<file path="config.mk">
export PLATFORM = sky130hd
export DESIGN_NAME = combo_bank_decoder
export DESIGN_NICKNAME = d
export VERILOG_FILES = /design/src/rtl/cbd_pkg.sv /design/src/rtl/cbd_bank_sel.sv /design/src/rtl/cbd_fault_hold.sv /design/src/rtl/cbd_rd_gate.sv /design/src/rtl/combo_bank_decoder.sv
export SDC_FILE = /design/constraint.sdc
export NUM_CORES = 1
export LEC_CHECK = 0
export ABC_AREA = 1
export BUFFER_PORTS_ARGS = -buffer_cell sky130_fd_sc_hd__buf_2
export CAP_MARGIN = 20
export CORE_MARGIN = 8
export CORE_UTILIZATION = 25
export DETAILED_ROUTE_END_ITERATION = 8
export PLACE_DENSITY_LB_ADDON = 0.3
export SYNTH_ARGS = -nofsm -noshare
export SYNTH_HDL_FRONTEND = slang
export SYNTH_SLANG_ARGS = --single-unit
</file>
<file path="constraint.sdc">
create_clock -name clk -period 2.8 [get_ports clk]
set_clock_uncertainty 0.1 [all_clocks]
set_input_delay 0.56 -clock clk [delete_from_list [all_inputs] [get_ports clk]]
set_output_delay 0.56 -clock clk [all_outputs]
set_load 0.01 [all_outputs]
</file>
<file path="src/rtl/cbd_pkg.sv">
package cbd_pkg;

  // Drive source on the shared data bus
  typedef enum logic [1:0] {
    SRC_NONE  = 2'd0,
    SRC_FLASH = 2'd1,
    SRC_SRAM  = 2'd2
  } drv_src_e;

  function automatic logic flash_sel_f(input logic en_n);
    return !en_n;
  endfunction

  function automatic logic sram_sel_f(input logic en_n, input logic en_hi);
    return !en_n && en_hi;
  endfunction

  function automatic logic idle_f(input logic f_en_n, input logic s_en_n,
                                  input logic s_en_hi);
    return (f_en_n && s_en_n) || (f_en_n && !s_en_hi);
  endfunction

endpackage

</file>
<file path="src/rtl/cbd_bank_sel.sv">
module cbd_bank_sel
  import cbd_pkg::*;
(
  input  logic flash_en_n,
  input  logic sram_en_n,
  input  logic sram_en_hi,
  output logic flash_sel,
  output logic sram_sel,
  output logic idle,
  output logic clash
);
  always_comb begin
    flash_sel = flash_sel_f(flash_en_n);
    sram_sel  = sram_sel_f(sram_en_n, sram_en_hi);
    idle      = idle_f(flash_en_n, sram_en_n, sram_en_hi);
    clash     = flash_sel && sram_sel;
  end
endmodule

</file>
<file path="src/rtl/cbd_fault_hold.sv">
module cbd_fault_hold (
  input  logic clk,
  input  logic rst,
  input  logic clash,
  output logic held
);
  always_ff @(posedge clk) begin
    if (rst) held <= 1'b0;
    else     held <= held | clash;
  end
endmodule

</file>
<file path="src/rtl/cbd_rd_gate.sv">
module cbd_rd_gate
  import cbd_pkg::*;
#(
  parameter int DATA_W = 16
) (
  input  logic              flash_sel,
  input  logic              sram_sel,
  input  logic              block_rd,
  input  logic              we_n,
  input  logic              oe_n,
  input  logic [DATA_W-1:0] flash_rdata,
  input  logic [DATA_W-1:0] sram_rdata,
  output logic              flash_drv,
  output logic              sram_drv,
  output logic              dq_oe,
  output logic [DATA_W-1:0] dq_out
);
  drv_src_e src;

  always_comb begin
    flash_drv = flash_sel && !oe_n && !block_rd;
    sram_drv  = sram_sel && !oe_n && we_n && !block_rd;
    if (flash_drv)     src = SRC_FLASH;
    else if (sram_drv) src = SRC_SRAM;
    else               src = SRC_NONE;
    dq_oe = (src != SRC_NONE);
  end

  // AND-OR data steering, one slice per bit
  for (genvar b = 0; b < DATA_W; b++) begin : g_bit
    assign dq_out[b] = ((src == SRC_FLASH) && flash_rdata[b]) ||
                       ((src == SRC_SRAM)  && sram_rdata[b]);
  end
endmodule

</file>
<file path="src/rtl/combo_bank_decoder.sv">
module combo_bank_decoder #(
  parameter int DATA_W = 16
) (
  input  logic              clk,
  input  logic              rst,
  input  logic              flash_en_n,
  input  logic              sram_en_n,
  input  logic              sram_en_hi,
  input  logic              we_n,
  input  logic              oe_n,
  input  logic [DATA_W-1:0] flash_rdata,
  input  logic [DATA_W-1:0] sram_rdata,
  output logic              flash_act,
  output logic              sram_act,
  output logic              standby,
  output logic              fault,
  output logic              dq_oe,
  output logic [DATA_W-1:0] dq_out
);
  // Named internal events for the checker
  logic flash_sel, sram_sel, idle, clash, held, block_rd;
  logic flash_drv, sram_drv;

  cbd_bank_sel u_sel (
    .flash_en_n(flash_en_n), .sram_en_n(sram_en_n), .sram_en_hi(sram_en_hi),
    .flash_sel(flash_sel), .sram_sel(sram_sel), .idle(idle), .clash(clash)
  );

  cbd_fault_hold u_hold (
    .clk(clk), .rst(rst), .clash(clash), .held(held)
  );

  // Block reads in the clash cycle itself and for as long as the flag holds
  assign block_rd = clash || held;

  cbd_rd_gate #(.DATA_W(DATA_W)) u_gate (
    .flash_sel(flash_sel), .sram_sel(sram_sel), .block_rd(block_rd),
    .we_n(we_n), .oe_n(oe_n),
    .flash_rdata(flash_rdata), .sram_rdata(sram_rdata),
    .flash_drv(flash_drv), .sram_drv(sram_drv),
    .dq_oe(dq_oe), .dq_out(dq_out)
  );

  assign flash_act = flash_sel;
  assign sram_act  = sram_sel;
  assign standby   = idle;
  assign fault     = held;
endmodule

</file>
==> results of run 1 <==
==> worst register-to-register path, delay by kind of cell, from the launching register on <==
family / cells / cell delay [ps]
and+or+nand+nor: 2 / 130
buffers and inverters: 2 / 370
DFF: 1 / 280
==> layout make-up <==
class                      count  area (um^2)  area share [%]
multi-input combinational     57          340            47.5
inverter                       6         22.5            3.14
sequential                     1         20.0            2.79
tap                           25         31.3            4.36
timing repair buffer          60          303            42.2
==> layout by cell type (no fill, tap or decap) <==
cell type / count
buf_2: 59
buf_4: 1
dfxtp_1: 1
inv_1: 4
inv_2: 2
nand2_1: 17
nand2_2: 2
nand3_4: 1
nand4_1: 32
nor2_1: 2
nor2_4: 1
nor2_8: 1
o21a_1: 1
==> per-layer routing <==
metal	wire length, um	up-vias	share of wire (%)	global-route usage, %
li1	-	375	-	-
met1	800	291	43	11.8
met2	843	41	45	17.3
met3	223	0	12	3.25
met4	0	0	0	1.02
met5	0	-	0	0
==> report_power, final <==
part | internal (mW) | switching, mW
Clock | 0 | 0
Combinational | 0.0418 | 0.0517
Sequential | 0.0153 | 0.000274
==> worst paths after layout <==
| kind | start | to | slack, ps | cells past startpoint |
|---|---|---|---|---|
| worst max-delay path | flash_en_n | dq_oe | 680 | 7 |
| worst min-delay path | rst | u_hold.held | 620 | 2 |
| worst max register to register | u_hold.held | u_hold.held | 1810 | 4 |
| worst min register to register | u_hold.held | u_hold.held | 650 | 4 |
==> logic make-up (layout without fill, tap and decap cells) <==
kind of cell           count (synthesis)  in the layout
AO/OA/AOI/OAI                          1              1
flip-flops                             1              1
AND/OR/NAND/NOR                       56             56
buffers and inverters                 14             66
==> per-stage QoR <==
step	worst slack (ps)	power, mW
3_3_place_gp	697	0.110
3_5_place_dp	691	0.110
2_1_floorplan	982	0.0689
5_1_grt	578	0.121
4_1_cts	688	0.110
6_report	684	0.109
==> results.yml, run 1 <==
drt:
  drc_errors: 0
  num_vias: 707
  wl_um: 1870
  drt_iter0_markers: 19
  first_pass_iters: 4
  drtAntennaViolNets: 0
  vias_per_cell: 4.74
  wire_per_inst_um: 12.5
synth:
  ys_top_cells_by_area: "nand4_1, nand2_1, clkbuf_8, buf_8, dfxtp_1"
  syn_area_um2: 470
  yosysTopAreaCell: "nand4_1"
  yosysSeqAreaShare_pct: 4.26
  muxShareOfSynthArea_pct: 0
  yosys.area_share.simple_pct: 70.7
  synth-xor-area-share_pct: 0
  synth_compound_area_share_pct: 1.60
  yosysMostFrequentCell: "nand4_1"
  yosysTopAreaCellShare_pct: 42.6
  synth_edf_count: 0
  ys.flop_type: "dfxtp_1"
  synth_warnings: 0
  yosys.area_share.adder_pct: 0
  synth_seq_cells: 1
  synth_common_cells: "nand4_1, nand2_1, inv_1, clkbuf_8"
  syn_nets: 111
  async_reset_ff_share_pct: 0
  postSynthCellCount: 72
  ys_types: 16
  synth_top_family_by_area: "simple AND/OR/NAND/NOR gates"
  syn_area_per_cell_um2: 6.53
die:
  initial_core_util_pct: 27.0
  rows: 15
  pin_count: 60
  die_area_um2: 3530
  die_y_um: 59.4
  fp.dieW_um: 59.4
  core-area_um2: 1750
cells_and_area:
  reg_top3: "u_hold.held: 1 flops"
  design_area_um2: 717
  regMostFlops: "u_hold.held"
  final_util_pct: 41.1
  fillers: 199
  num_antenna_cells: 0
  final_layout_size_suffix_gt1_share_pct: 54.0
  largest_reg_flops: 1
  area.growth.synth_to_final_pct: 52.4
  final_cells: 149
  nNetsFinal: 165
setup_path:
  worst_ep_arrival_time_ps: 1460
  path_buf_inv: 4
  startpoint_type: "input pin"
  path_delay_family: "simple AND/OR/NAND/NOR gates"
  worstPathCellList: "buf_2, inv_2, nand3_4, nand2_1, inv_1, o21a_1, buf_2"
  cp_slowest_cell: "nand3_4"
  cp-end-kind: "primary output"
  crit_fanout: 33
  worstSetupPathType: "input pin to primary output"
  slowest_delay_ps: 270
  cp.required_ps: 2140
  crit_path_frequent_cell: "buf_2"
clock_network:
  cts_resized: 0
  holdBufCountCts: 0
  clk-insertion-delay-late_ps: 0
  clk_pin_slew_ps: 0
  cts_setup_buffers: 0
power:
  p_leak_nw: 0.467
  vdd_drop_max_uv: 103
  power.density_nw_per_um2: 152
place:
  hpwl_um: 1530
  dp.cells: 149
  gp_congestion: 0.765
  port_buffers: 59
  postPlaceCellArea_um2: 717
sta:
  hold_viol: 0
  finalSetupViolCount: 0
  fin_crit_sh_pct: 75.6
  period_minus_slack_ps: 2120
  worst_hold_slack_ps: 621
  tns_ps: 0
  rsz0062_at_grt: "false"
  fmax_ghz: 0.472
  worstMarginPinSlew_ps: 377
  drv_slew: 0
  slew_headroom_pct: 74.8
global_route:
  grt_pass1_vias: 739
  antenna_found_initial: 0
  grtUsageTotal_pct: 9.93
  grt_pass1_wl_um: 3020
  grt_max_degree: 34
  overflow: 0
min_path:
  hp-class: "input pin to flop"
outcome:
  run_status: "completed"
job:
  maxCapViolCount: 0
No activity file was read; power rests on OpenSTA's default activity.
==> run 2, diff against run 1 <==
Clock period 2.8 ns to 2.2 ns, I/O delays scaled along.
==> results.yml, run 2 (synthesis results as in run 1) <==
outcome:
  run_status: "completed"
sta:
  rsz0062_at_grt: "false"
  period_minus_slack_ps: 1890
  hold_viol: 0
  fmax_ghz: 0.530
  setup_ws_ps: 314
  worstMarginPinSlew_ps: 363
  drv_slew: 0
  finalSetupViolCount: 0
  worst_hold_slack_ps: 498
  fin_crit_sh_pct: 85.7
  slew_headroom_pct: 75.7
  tns_ps: 0
min_path:
  hp-class: "input pin to flop"
  hp-start: "rst"
  worstHoldPathCells: 2
  min_to: "u_hold.held"
die:
  initial_core_util_pct: 27.0
  pin_count: 60
  rows: 15
  core-area_um2: 1750
  die_area_um2: 3530
  die_y_um: 59.4
  fp.dieW_um: 59.4
cells_and_area:
  num_antenna_cells: 0
  final_common_cell: "buf_2"
  area.growth.synth_to_final_pct: 52.4
  final_util_pct: 41.1
  reg_top3: "u_hold.held: 1 flops"
  nNetsFinal: 165
  final_layout_size_suffix_gt1_share_pct: 54.0
  final_cell_mix: "buf_2, nand4_1, nand2_1, inv_1"
  largest_reg_flops: 1
  regMostFlops: "u_hold.held"
job:
  maxCapViolCount: 0
power:
  intPower_uw: 72.8
  power.density_nw_per_um2: 194
  clkPwrFrac_pct: 0
  fin_total_pwr_uw: 139
  switchingPower_uw: 66.2
  p_sw_share_pct: 47.6
  seqPwrFrac_pct: 14.3
  combPwrFrac_pct: 85.7
  p_leak_nw: 0.467
  vdd_drop_max_uv: 153
clock_network:
  cts_setup_buffers: 0
  holdBufCountCts: 0
  cts_resized: 0
  clk_pin_slew_ps: 0
  clk-insertion-delay-late_ps: 0
setup_path:
  r2r_slack_ps: 1170
  slowest_delay_ps: 280
  r2r.worst_path.cells: 5
  rr_startpoint: "u_hold.held"
  reg2reg_to: "u_hold.held"
  crit_fanout: 33
  cp-end-kind: "primary output"
  worstSetupPathType: "input pin to primary output"
  cp.required_ps: 1660
  startpoint_type: "input pin"
  cp_slowest_cell: "nand3_4"
  cp-startpoint: "flash_en_n"
  path_buf_inv: 4
  path_delay_family: "simple AND/OR/NAND/NOR gates"
  worstPathCellList: "buf_2, inv_2, nand3_4, nand2_1, inv_1, o21a_1, buf_2"
  worst_ep_arrival_time_ps: 1350
  crit_path_frequent_cell: "buf_2"
  crit_cells: 7
global_route:
  overflow: 0
  grt_pass1_vias: 708
  grtUsageTotal_pct: 9.89
  grt.busiest_layer: "met2"
  met2_usage_pct: 17.9
  grt_pass1_wl_um: 2990
  grt_use_met1_pct: 12.2
  grt_max_degree: 34
  groute.layer.met3.usage_pct: 1.74
  antenna_found_initial: 0
place:
  gp_congestion: 0.749
  port_buffers: 59
  dp_worst_setup_slack_ps: 320
  hpwl_um: 1510
drt:
  wire_per_inst_um: 12.6
  drc_errors: 0
  vias_per_cell: 4.84
  drt_iter0_markers: 32
  wl_um: 1880
  drtAntennaViolNets: 0
  first_pass_iters: 4
  num_vias: 721
-- run 2: cell counts in the layout (fill, tap and decap cells not counted) --
Identical to the previous run, type by type.
-- run 2: worst max path at each step --
stage and end:
2_1_floorplan dq_out[0], 3_3_place_gp dq_oe, 3_5_place_dp dq_oe, 4_1_cts dq_oe, 5_1_grt dq_out[7], 6_report dq_oe
-- run 2: worst reg2reg max path, cell delays in order, from the launching register on --
cell,delay (ps)
dfxtp_1,280
inv_1,40
buf_4,280
nand2_1,90
inv_1,80
nor2_1,40
-- run 2: power by group through the flow --
stage                     clock (mW)  sequential (mW)  combinational, mW
after floorplan                    0           0.0204             0.0673
after global placement             0           0.0198              0.119
after detailed placement           0           0.0199              0.120
after CTS                          0           0.0199              0.121
after global routing               0           0.0200              0.133
final                              0           0.0199              0.119
-- run 2: through the flow --
stage,std cells,area (um^2)
2_1_floorplan,72,470
3_3_place_gp,149,717
3_5_place_dp,149,717
4_1_cts,149,717
5_1_grt,149,717
6_report,149,717
-- run 2: per-layer routing --
| layer | wire length (um) | vias up |
|---|---|---|
| met4 | 0 | 0 |
| met5 | 0 | - |
| li1 | - | 374 |
| met3 | 188 | 0 |
| met2 | 855 | 45 |
| met1 | 840 | 302 |
-- run 2: area by class of cell --
cell class	count	area, um^2
timing repair buffer	60	303
multi-input combinational	57	340
tap	25	31.3
sequential	1	20.0
fill	191	1030
inverter	6	22.5
==> run 3, diff against run 2 <==
Settings changed: ABC_AREA 1 to 0, CORE_AREA set to 8 8 45 47, CORE_MARGIN 8 to unset, CORE_UTILIZATION 25 to unset, DIE_AREA set to 0 0 53 55.
==> results.yml, run 3 <==
outcome:
  run_status: "completed"
global_route:
  antenna_found_initial: 0
  grt_max_degree: 17
  groute.layer.met3.usage_pct: 6.15
  grt_use_met1_pct: 13.3
  grt_pass1_wl_um: 2680
  grt_pass1_vias: 584
  grtUsageTotal_pct: 11.7
  overflow: 0
  met2_usage_pct: 20.3
  grt.busiest_layer: "met2"
cells_and_area:
  num_antenna_cells: 0
  nNetsFinal: 130
  final_util_pct: 43.1
  final_common_cell: "buf_2"
  largest_reg_flops: 1
  area.growth.synth_to_final_pct: 115
  seq_area_um2: 20.0
  regMostFlops: "u_hold.held"
  multi_input_area_um2: 235
  final_layout_size_suffix_gt1_share_pct: 80.9
  final_cell_mix: "buf_2, a22o_1, a22o_2, buf_4, nor2_1"
  fillers: 142
  reg_top3: "u_hold.held: 1 flops"
min_path:
  hp-class: "input pin to flop"
  hp-start: "rst"
synth:
  syn_area_per_cell_um2: 9.58
  synth_common_cells: "a22o_1, a22o_2, nor2_1"
  yosysMostFrequentCell: "a22o_1"
  syn_nets: 68
  yosysSeqAreaShare_pct: 7.21
  syn_area_um2: 278
  yosysTopAreaCell: "a22o_1"
  synth_seq_cells: 1
  ys_top_cells_by_area: "a22o_1, a22o_2, nor4_4, dfxtp_1, nor3_4"
  async_reset_ff_share_pct: 0
  ys_types: 14
  ys.flop_type: "dfxtp_1"
  synth_edf_count: 0
  postSynthCellCount: 29
  synth_warnings: 0
  yosysTopAreaCellShare_pct: 31.5
sta:
  fin_crit_sh_pct: 89.7
  finalSetupViolCount: 0
  slew_headroom_pct: 82.3
  tns_ps: 0
  worst_hold_slack_ps: 507
  worstMarginPinSlew_ps: 265
  rsz0062_at_grt: "false"
  drv_slew: 0
  hold_viol: 0
  period_minus_slack_ps: 1970
  fmax_ghz: 0.507
setup_path:
  startpoint_type: "input pin"
  worstSetupPathType: "input pin to primary output"
  cp-startpoint: "sram_en_n"
  crit_fanout: 16
  cp-end-kind: "primary output"
  cp.required_ps: 1660
  rr_startpoint: "u_hold.held"
  worst_ep_arrival_time_ps: 1430
die:
  core-area_um2: 1380
  pin_count: 60
  rows: 14
  fp.dieW_um: 53
  die_y_um: 55
  die_area_um2: 2920
  initial_core_util_pct: 20.1
job:
  maxCapViolCount: 0
drt:
  drtAntennaViolNets: 0
  wire_per_inst_um: 17.2
  wl_um: 1800
  vias_per_cell: 4.91
  drc_errors: 0
  first_pass_iters: 4
  drt_iter0_markers: 1
  num_vias: 516
power:
  fin_total_pwr_uw: 122
  clkPwrFrac_pct: 0
  vdd_drop_max_uv: 152
  seqPwrFrac_pct: 17.6
  intPower_uw: 74.2
  power.density_nw_per_um2: 204
  p_leak_nw: 0.375
  switchingPower_uw: 47.8
  p_sw_share_pct: 39.2
  combPwrFrac_pct: 82.4
clock_network:
  cts_resized: 0
  cts_setup_buffers: 0
  clk-insertion-delay-late_ps: 0
  clk_pin_slew_ps: 0
  holdBufCountCts: 0
place:
  hpwl_um: 1660
  port_buffers: 59
  gp_congestion: 0.967
==> run 3: cell count changes in the layout (fill, tap and decap cells not counted), sizes merged, moves of 2 or more <==
cell	delta
nand4	-32
nand2	-19
a22o	+16
inv	-5
buf	+2
nor2	-2
nor3	+2
==> run 3: cell type report <==
cell class                      instances  area share, %
Inverter                                1          0.629
Multi-Input combinational cell         25           39.4
Sequential cell                         1           3.35
Tap cell                               16           3.35
Timing Repair Buffer                   62           53.2
==> run 3: per-stage QoR <==
stage | cell area, um^2 | setup WS [ps] | cells
4_1_cts | 597 | 223 | 105
5_1_grt | 597 | 143 | 105
3_3_place_gp | 597 | 258 | 105
2_1_floorplan | 278 | 382 | 29
3_5_place_dp | 597 | 223 | 105
6_report | 597 | 228 | 105
==> run 3: layer usage <==
| metal | up-vias | share of wire [%] |
|---|---|---|
| met3 | 0 | 24 |
| met5 | - | 0 |
| met4 | 0 | 0 |
| met1 | 210 | 39 |
| li1 | 246 | - |
| met2 | 60 | 37 |
==> run 3: worst paths after layout <==
path | cells after the start | slack (ps) | end
max reg2reg | 2 | 1410 | u_hold.held
min | 2 | 510 | u_hold.held
max | 6 | 230 | dq_out[9]
min reg2reg | 2 | 510 | u_hold.held
==> run 3: power by group through the flow <==
stage	clock network, mW	logic (mW)	registers [mW]
detailed placement	0	0.102	0.0215
floorplan	0	0.0394	0.0219
global route	0	0.110	0.0219
CTS	0	0.102	0.0216
global placement	0	0.101	0.0216
finish	0	0.100	0.0215
==> run 3: logic make-up after synthesis <==
group,Yosys count,synth area share [%]
compound gates,18,57.7
buf+inv,3,8.11
flops,1,7.21
simple gates,7,27.0
==> run 3: critical path: stages <==
cell and delay (ps):
buf_2 100, nand4b_2 230, nor3_4 130, buf_4 220
a22o_1 180, buf_2 130
